## src/rtl/cfg_rb_pkg.sv

```systemverilog
package cfg_rb_pkg;
  typedef enum logic [2:0] {
    ST_IDLE, ST_PRE, ST_READ, ST_POST, ST_WAIT
  } seq_state_e;

  localparam int PRE_N  = 20;
  localparam int POST_N = 9;
  localparam int STEP_W = 5;
  localparam int LEN_FIELD_W = 27;
endpackage

```

## src/rtl/cfg_rb_wordgen.sv

```systemverilog
module cfg_rb_wordgen
  import cfg_rb_pkg::*;
#(
  parameter int LEN_W = 17,
  parameter logic [31:0] SYNC_WORD = 32'hAA99_5566,
  parameter logic [31:0] NOOP_WORD = 32'h2000_0000,
  parameter logic [31:0] DUMMY_WORD = 32'hFFFF_FFFF,
  parameter logic [31:0] CMD_HDR = 32'h3000_8001,
  parameter logic [31:0] FAR_HDR = 32'h3000_2001,
  parameter logic [31:0] FDRO_HDR = 32'h2800_6000,
  parameter logic [31:0] TYPE2_RD_HDR = 32'h4800_0000,
  parameter logic [31:0] RCRC_CODE = 32'h0000_0007,
  parameter logic [31:0] SHUTDOWN_CODE = 32'h0000_000B,
  parameter logic [31:0] RCFG_CODE = 32'h0000_0004,
  parameter logic [31:0] START_CODE = 32'h0000_0005,
  parameter logic [31:0] DESYNC_CODE = 32'h0000_000D
) (
  input  seq_state_e        state_i,
  input  logic [STEP_W-1:0] step_i,
  input  logic [31:0]       addr_i,
  input  logic [LEN_W-1:0]  len_i,
  output logic [31:0]       word_o
);
  logic [31:0] len_word;
  assign len_word = TYPE2_RD_HDR | {{(32-LEN_FIELD_W){1'b0}}, LEN_FIELD_W'(len_i)};

  always_comb begin
    word_o = NOOP_WORD;
    if (state_i == ST_PRE) begin
      unique case (step_i)
        5'd0:                 word_o = SYNC_WORD;
        5'd2, 5'd6, 5'd12:    word_o = CMD_HDR;
        5'd3:                 word_o = RCRC_CODE;
        5'd7:                 word_o = SHUTDOWN_CODE;
        5'd13:                word_o = RCFG_CODE;
        5'd14:                word_o = FAR_HDR;
        5'd15:                word_o = addr_i;
        5'd16:                word_o = FDRO_HDR;
        5'd17:                word_o = len_word;
        5'd18, 5'd19:         word_o = DUMMY_WORD;
        default:              word_o = NOOP_WORD;
      endcase
    end else if (state_i == ST_POST) begin
      unique case (step_i)
        5'd1, 5'd3, 5'd5:     word_o = CMD_HDR;
        5'd2:                 word_o = START_CODE;
        5'd4:                 word_o = RCRC_CODE;
        5'd6:                 word_o = DESYNC_CODE;
        default:              word_o = NOOP_WORD;
      endcase
    end
  end
endmodule

```

## src/rtl/cfg_rb_readctl.sv

```systemverilog
module cfg_rb_readctl #(
  parameter int WPF_W = 8,
  parameter int LEN_W = 17
) (
  input  logic             clk_i,
  input  logic             rst_ni,
  input  logic             active_i,
  input  logic             rd_fire_i,
  input  logic [WPF_W-1:0] wpf_i,
  input  logic [LEN_W-1:0] len_i,
  output logic             fwd_o,
  output logic             last_o
);
  logic [LEN_W-1:0] cnt_q;

  always_ff @(posedge clk_i or negedge rst_ni) begin
    if (!rst_ni)                   cnt_q <= '0;
    else if (!active_i)            cnt_q <= '0;
    else if (rd_fire_i && !last_o) cnt_q <= cnt_q + 1'b1;
  end

  assign last_o = (cnt_q == len_i - 1'b1);
  assign fwd_o  = (cnt_q >= LEN_W'(wpf_i)) && !last_o;

  // reads never run past the computed length
  assert_cnt_in_len_R4: assert property (@(posedge clk_i) disable iff (!rst_ni)
    active_i |-> cnt_q < len_i);
  // the word after the dropped frame is forwarded only on a real read
  assert_fwd_advances_R5: assert property (@(posedge clk_i) disable iff (!rst_ni)
    (active_i && fwd_o && !rd_fire_i) |=> (active_i && fwd_o));
endmodule

```

## src/rtl/cfg_rb_watchdog.sv

```systemverilog
module cfg_rb_watchdog #(
  parameter int TIMEOUT_CYCLES = 4096
) (
  input  logic clk_i,
  input  logic rst_ni,
  input  logic en_i,
  output logic expire_o
);
  localparam int CW = $clog2(TIMEOUT_CYCLES + 1);
  logic [CW-1:0] cnt_q;

  always_ff @(posedge clk_i or negedge rst_ni) begin
    if (!rst_ni)        cnt_q <= '0;
    else if (!en_i)     cnt_q <= '0;
    else if (!expire_o) cnt_q <= cnt_q + 1'b1;
  end

  assign expire_o = en_i && (cnt_q == CW'(TIMEOUT_CYCLES - 1));

  // the wait count never exceeds the limit
  assert_wd_bound_R10: assert property (@(posedge clk_i) disable iff (!rst_ni)
    cnt_q < CW'(TIMEOUT_CYCLES));
endmodule

```

## src/rtl/cfg_readback_seq.sv

```systemverilog
module cfg_readback_seq
  import cfg_rb_pkg::*;
#(
  parameter int WPF_W = 8,
  parameter int FC_W = 8,
  parameter int TIMEOUT_CYCLES = 4096,
  parameter logic [31:0] SYNC_WORD = 32'hAA99_5566,
  parameter logic [31:0] NOOP_WORD = 32'h2000_0000,
  parameter logic [31:0] DUMMY_WORD = 32'hFFFF_FFFF,
  parameter logic [31:0] CMD_HDR = 32'h3000_8001,
  parameter logic [31:0] FAR_HDR = 32'h3000_2001,
  parameter logic [31:0] FDRO_HDR = 32'h2800_6000,
  parameter logic [31:0] TYPE2_RD_HDR = 32'h4800_0000,
  parameter logic [31:0] RCRC_CODE = 32'h0000_0007,
  parameter logic [31:0] SHUTDOWN_CODE = 32'h0000_000B,
  parameter logic [31:0] RCFG_CODE = 32'h0000_0004,
  parameter logic [31:0] START_CODE = 32'h0000_0005,
  parameter logic [31:0] DESYNC_CODE = 32'h0000_000D
) (
  input  logic             clk_i,
  input  logic             rst_ni,
  input  logic             start_i,
  input  logic [31:0]      frame_addr_i,
  input  logic [WPF_W-1:0] words_per_frame_i,
  input  logic [FC_W-1:0]  frame_count_i,
  output logic             port_wr_o,
  output logic [31:0]      port_wdata_o,
  output logic             port_rd_o,
  input  logic [31:0]      port_rdata_i,
  input  logic             done_i,
  output logic             m_valid_o,
  input  logic             m_ready_i,
  output logic [31:0]      m_data_o,
  output logic             busy_o,
  output logic             timeout_o
);
  localparam int LEN_W = WPF_W + FC_W + 1;

  seq_state_e        state_q;
  logic [STEP_W-1:0] step_q;
  logic [31:0]       addr_q;
  logic [WPF_W-1:0]  wpf_q;
  logic [FC_W-1:0]   fc_q;
  logic [LEN_W-1:0]  len;
  logic              fwd, last, rd_fire, wd_expire;

  // read length: one extra frame for the frame buffer, one extra pad word
  assign len = LEN_W'(wpf_q) * (LEN_W'(fc_q) + 1'b1) + 1'b1;

  always_ff @(posedge clk_i or negedge rst_ni) begin
    if (!rst_ni) begin
      state_q   <= ST_IDLE;
      step_q    <= '0;
      addr_q    <= '0;
      wpf_q     <= '0;
      fc_q      <= '0;
      timeout_o <= 1'b0;
    end else begin
      unique case (state_q)
        ST_IDLE: if (start_i) begin
          state_q   <= ST_PRE;
          step_q    <= '0;
          addr_q    <= frame_addr_i;
          wpf_q     <= words_per_frame_i;
          fc_q      <= frame_count_i;
          timeout_o <= 1'b0;
        end
        ST_PRE: begin
          step_q <= (step_q == STEP_W'(PRE_N - 1)) ? '0 : step_q + 1'b1;
          if (step_q == STEP_W'(PRE_N - 1)) state_q <= ST_READ;
        end
        ST_READ: if (rd_fire && last) begin
          state_q <= ST_POST;
          step_q  <= '0;
        end
        ST_POST: begin
          step_q <= step_q + 1'b1;
          if (step_q == STEP_W'(POST_N - 1)) state_q <= ST_WAIT;
        end
        ST_WAIT: if (done_i) begin
          state_q <= ST_IDLE;
        end else if (wd_expire) begin
          state_q   <= ST_IDLE;
          timeout_o <= 1'b1;
        end
        default: state_q <= ST_IDLE;
      endcase
    end
  end

  cfg_rb_wordgen #(
    .LEN_W(LEN_W), .SYNC_WORD(SYNC_WORD), .NOOP_WORD(NOOP_WORD),
    .DUMMY_WORD(DUMMY_WORD), .CMD_HDR(CMD_HDR), .FAR_HDR(FAR_HDR),
    .FDRO_HDR(FDRO_HDR), .TYPE2_RD_HDR(TYPE2_RD_HDR), .RCRC_CODE(RCRC_CODE),
    .SHUTDOWN_CODE(SHUTDOWN_CODE), .RCFG_CODE(RCFG_CODE),
    .START_CODE(START_CODE), .DESYNC_CODE(DESYNC_CODE)
  ) u_wordgen (
    .state_i(state_q), .step_i(step_q), .addr_i(addr_q),
    .len_i(len), .word_o(port_wdata_o)
  );

  cfg_rb_readctl #(.WPF_W(WPF_W), .LEN_W(LEN_W)) u_readctl (
    .clk_i, .rst_ni, .active_i(state_q == ST_READ), .rd_fire_i(rd_fire),
    .wpf_i(wpf_q), .len_i(len), .fwd_o(fwd), .last_o(last)
  );

  cfg_rb_watchdog #(.TIMEOUT_CYCLES(TIMEOUT_CYCLES)) u_wd (
    .clk_i, .rst_ni, .en_i(state_q == ST_WAIT && !done_i), .expire_o(wd_expire)
  );

  assign port_wr_o = (state_q == ST_PRE) || (state_q == ST_POST) || (state_q == ST_WAIT);
  assign rd_fire   = (state_q == ST_READ) && (!fwd || m_ready_i);
  assign port_rd_o = rd_fire;
  assign m_valid_o = (state_q == ST_READ) && fwd;
  assign m_data_o  = port_rdata_i;
  assign busy_o    = (state_q != ST_IDLE);

  assert_idle_quiet_R1: assert property (@(posedge clk_i) disable iff (!rst_ni)
    !busy_o |-> (!port_wr_o && !port_rd_o && !m_valid_o));
  assert_rd_wr_excl_R4: assert property (@(posedge clk_i) disable iff (!rst_ni)
    !(port_rd_o && port_wr_o));
  assert_handshake_R6: assert property (@(posedge clk_i) disable iff (!rst_ni)
    (m_valid_o && m_ready_i) |-> port_rd_o);
  assert_stall_R6: assert property (@(posedge clk_i) disable iff (!rst_ni)
    (m_valid_o && !m_ready_i) |-> !port_rd_o);
  assert_timeout_idle_R10: assert property (@(posedge clk_i) disable iff (!rst_ni)
    $rose(timeout_o) |-> !busy_o);
  assert_busy_hold_R11: assert property (@(posedge clk_i) disable iff (!rst_ni)
    (busy_o && $past(busy_o)) |-> $stable(addr_q));
endmodule

```

## config.mk

```make
export PLATFORM = sky130hd
export DESIGN_NAME = cfg_readback_seq
export DESIGN_NICKNAME = d
export VERILOG_FILES = /design/src/rtl/cfg_rb_pkg.sv /design/src/rtl/cfg_rb_wordgen.sv /design/src/rtl/cfg_rb_readctl.sv /design/src/rtl/cfg_rb_watchdog.sv /design/src/rtl/cfg_readback_seq.sv
export SDC_FILE = /design/constraint.sdc
export NUM_CORES = 1
export LEC_CHECK = 0
export BUFFER_PORTS_ARGS = -buffer_cell sky130_fd_sc_hd__buf_2
export CAP_MARGIN = 20
export CORE_MARGIN = 1.5
export CORE_UTILIZATION = 55
export CTS_CLUSTER_DIAMETER = 120
export DETAILED_ROUTE_END_ITERATION = 6
export PLACE_DENSITY = 0.79
export RECOVER_POWER = 25
export REMOVE_ABC_BUFFERS = 1
export SYNTH_ARGS = -nofsm -noshare
export SYNTH_HDL_FRONTEND = slang
export SYNTH_HIERARCHICAL = 1
export SYNTH_SLANG_ARGS = --single-unit
```

## constraint.sdc

```tcl
create_clock -name clk_i -period 10.39 [get_ports clk_i]
set_clock_uncertainty 0.05 [all_clocks]
set_input_delay 2.5975 -clock clk_i [delete_from_list [all_inputs] [get_ports clk_i]]
set_output_delay 2.5975 -clock clk_i [all_outputs]
set_load 0.02 [all_outputs]
```

==> results.sh <==
export IMPL_run_status="complete, but fails checks"
export IMPL_violations="design-rule violations, max-capacitance violations, max-slew violations"
export IMPL_fin_cells=1181
export IMPL_cp_buffers_inverters=6
export IMPL_ioPinCount=154
export IMPL_cts_buffers=9
export IMPL_finalCriticalPeriod_ns=9.97
export IMPL_hpwl_um=15300
export IMPL_cp_slowest_cell="fa_1"
export IMPL_synth_mux_area_frac=0.0752
export IMPL_yosys_most_used_dff="dfrtp_1"
export IMPL_synthSimpleGateAreaFrac=0.224
export IMPL_synth_cell_types=81
export IMPL_synth_fa_ha_area_frac=0.176
export IMPL_grt_pass1_wl_um=35500
export IMPL_viasPerCell=6.02
export IMPL_utilization=0.607
export IMPL_critPathTopFamily="adder cells"
export IMPL_wl_per_cell_um=17.7
export IMPL_num_vias=7113
export IMPL_die_w_um=128
export IMPL_multi_input_area_mm2=0.00569
export IMPL_rsz0062_at_grt="false"
export IMPL_drive_above_1_share=0.187
export IMPL_maxSlewHeadroom=-1.07
export IMPL_required_ns=7.74
export IMPL_hp_class="reg2reg"
export IMPL_insertedDiodeCount=0
export IMPL_startpoint_type="register"
export IMPL_final_cell_mix="buf_2 (87), dfrtp_1 (86), inv_1 (82)"
export IMPL_drv_cap=2
export IMPL_ys_async_sr_fraction=1.00
export IMPL_pre_cts_ws_ns=0.584
export IMPL_regArea_mm2=0.00218
export IMPL_slowest_delay_ns=0.53
export IMPL_drc=1
export IMPL_antenna_found_initial=0
export IMPL_clk_latency_ns=0.36
export IMPL_grt_overflow_total=0
export IMPL_first_pass_iters=7
export IMPL_die_area_mm2=0.0163
export IMPL_root_buffer="clkbuf_16"
export IMPL_die_y_um=128
export IMPL_ys_warn_count=6
export IMPL_n_fill_cell=1284
export IMPL_synth_xor_xnor_area_share=0.0452
export IMPL_final_common_cell="buf_2"
export IMPL_h_tree_depth=3
export IMPL_avgSynthCellArea_um2=8.99
export IMPL_std_cell_rows=45
export IMPL_placed_cells=1164
export IMPL_finalHoldViolCount=0
export IMPL_synth_edff_count=0
export IMPL_syn_to_final_growth_pct=8.24
export IMPL_tns_ns=0
export IMPL_synth_top_family_by_area="simple AND/OR/NAND/NOR gates"
export IMPL_num_nets_final=1168
export IMPL_seq_area_frac_synth=0.255
export IMPL_critPathMaxFanout=8
export IMPL_drtAntennaViolNets=0
export IMPL_io_buffers=89
export IMPL_drt_iter0_markers=505
export IMPL_fmax_mhz=100
export IMPL_first_global_vias=7130
export IMPL_fin_crit_sh=0.960
export IMPL_synth_compound_area_frac=0.135
export IMPL_grt_max_degree=58
export IMPL_r2r_setup_slack_ns=2.11
export IMPL_endpoint_kind="primary output"
export IMPL_cts_buffer_depth=2
export IMPL_core_mm2=0.0152
export IMPL_cts_sinks=87
export IMPL_final_max_slew_viol_count=90
export IMPL_wirelength_um=20900
export IMPL_tightest_slew_ns=3.11
export IMPL_gp_congestion=0.959
export IMPL_cp_common_cell="fa_1"
export IMPL_synth_cells=949
export IMPL_finalWorstSetupSlack_ns=0.418
export IMPL_path_class="reg2out"
export IMPL_grt_usage=0.273
export IMPL_start_util=0.561
export IMPL_clkSlewWorstSetupHoldPaths_ns=0.07
export IMPL_syn_cell_area_mm2=0.00853
export IMPL_synth_seq_cells=87
export IMPL_cts_tree="yes"
export IMPL_setup_viol=0
export IMPL_cp_arrival_ns=7.32
[flip-flops by register name, indices dropped and copies added, names as in the netlist]
signal           flops
addr_q              32
fc_q                 8
state_q              3
step_q               5
timeout_o            1
u_readctl/cnt_q     17
u_wd/cnt_q          13
wpf_q                8
[synthesized netlist by cell type, types with 11 or more instances]
| master | instances | share of area |
|---|---|---|
| dfrtp_1 | 87 | 0.26 |
| inv_1 | 82 | 0.036 |
| a21oi_1 | 59 | 0.035 |
| nand2_1 | 58 | 0.026 |
| nor2_1 | 56 | 0.025 |
| ha_1 | 53 | 0.078 |
| nor2b_1 | 47 | 0.034 |
| fa_1 | 42 | 0.099 |
| mux2_2 | 40 | 0.053 |
| buf_4 | 36 | 0.032 |
| nand3_1 | 29 | 0.017 |
| o21ai_0 | 25 | 0.015 |
| and2_1 | 23 | 0.017 |
| xnor2_1 | 23 | 0.024 |
| nand2b_1 | 22 | 0.016 |
| xor2_1 | 21 | 0.022 |
| a21o_1 | 18 | 0.016 |
| clkbuf_1 | 18 | 0.0079 |
| nand4_1 | 15 | 0.011 |
| o31ai_1 | 14 | 0.012 |
| a31oi_1 | 12 | 0.0088 |
| buf_2 | 11 | 0.0065 |
| or3_1 | 11 | 0.0081 |
[timing repair]
item | 4_1_cts | 5_1_grt
hold buffers | 0 | 0
setup buffers | 0 | 1
endpoints found under the setup margin | 0 | 2
resized for setup | 0 | 13
[cell families (layout without fill, tap and decap cells)]
family / Yosys count / count (layout)
flops: 87 / 87
mux: 58 / 58
simple gates: 333 / 333
compound gates: 176 / 176
buf+inv: 156 / 200
xor+xnor: 44 / 44
fa+ha+maj: 95 / 95
[worst register-to-register path: cells and delay by family (launching register included)]
kind	cells	cell delay (ns)
AO/OA/AOI/OAI	7	1.50
adder cells (fa/ha/maj)	6	2.67
AND/OR/NAND/NOR	11	2.65
buffers and inverters	5	0.49
XOR/XNOR	2	0.41
flip-flops	1	0.42
[stage by stage]
step / hold WS (ns) / instance area, µm²
4_1_cts: 0.443 / 9150
2_1_floorplan: 0.408 / 8080
3_5_place_dp: 0.426 / 8860
3_3_place_gp: 0.419 / 8860
5_1_grt: 0.455 / 9230
6_report: 0.440 / 9230
[final cells by class]
| type | instances | share of cell area |
|---|---|---|
| Multi-Input combinational cell | 706 | 0.616 |
| Sequential cell | 87 | 0.236 |
| Timing Repair Buffer | 100 | 0.0565 |
| Inverter | 84 | 0.0341 |
| Tap cell | 188 | 0.0255 |
| Clock buffer | 9 | 0.0244 |
| Clock inverter | 7 | 0.00786 |
[path summary, 6_finish.rpt]
path	endpoint	start	cells after the start
hold reg to reg	addr_q[25]	addr_q[25]	1
setup / recovery	port_rd_o	fc_q[0]	28
min in group asynchronous	wpf_q[0]	rst_ni	1
setup reg to reg	u_readctl/cnt_q[15]	fc_q[0]	31
hold / removal	addr_q[25]	addr_q[25]	1
max in group asynchronous	addr_q[27]	rst_ni	2
[metal layers]
metal | vias up | wire length (µm) | GRT usage
met4 | 0 | 286 | 0.0795
met2 | 248 | 9710 | 0.429
met5 | - | 0 | 0.0186
met3 | 19 | 1610 | 0.0624
met1 | 3496 | 9330 | 0.377
li1 | 3350 | - | -
Power is left out: the tool's default activity adds up to more than one toggle a clock period on the data nets, which glitch-free logic cannot reach.
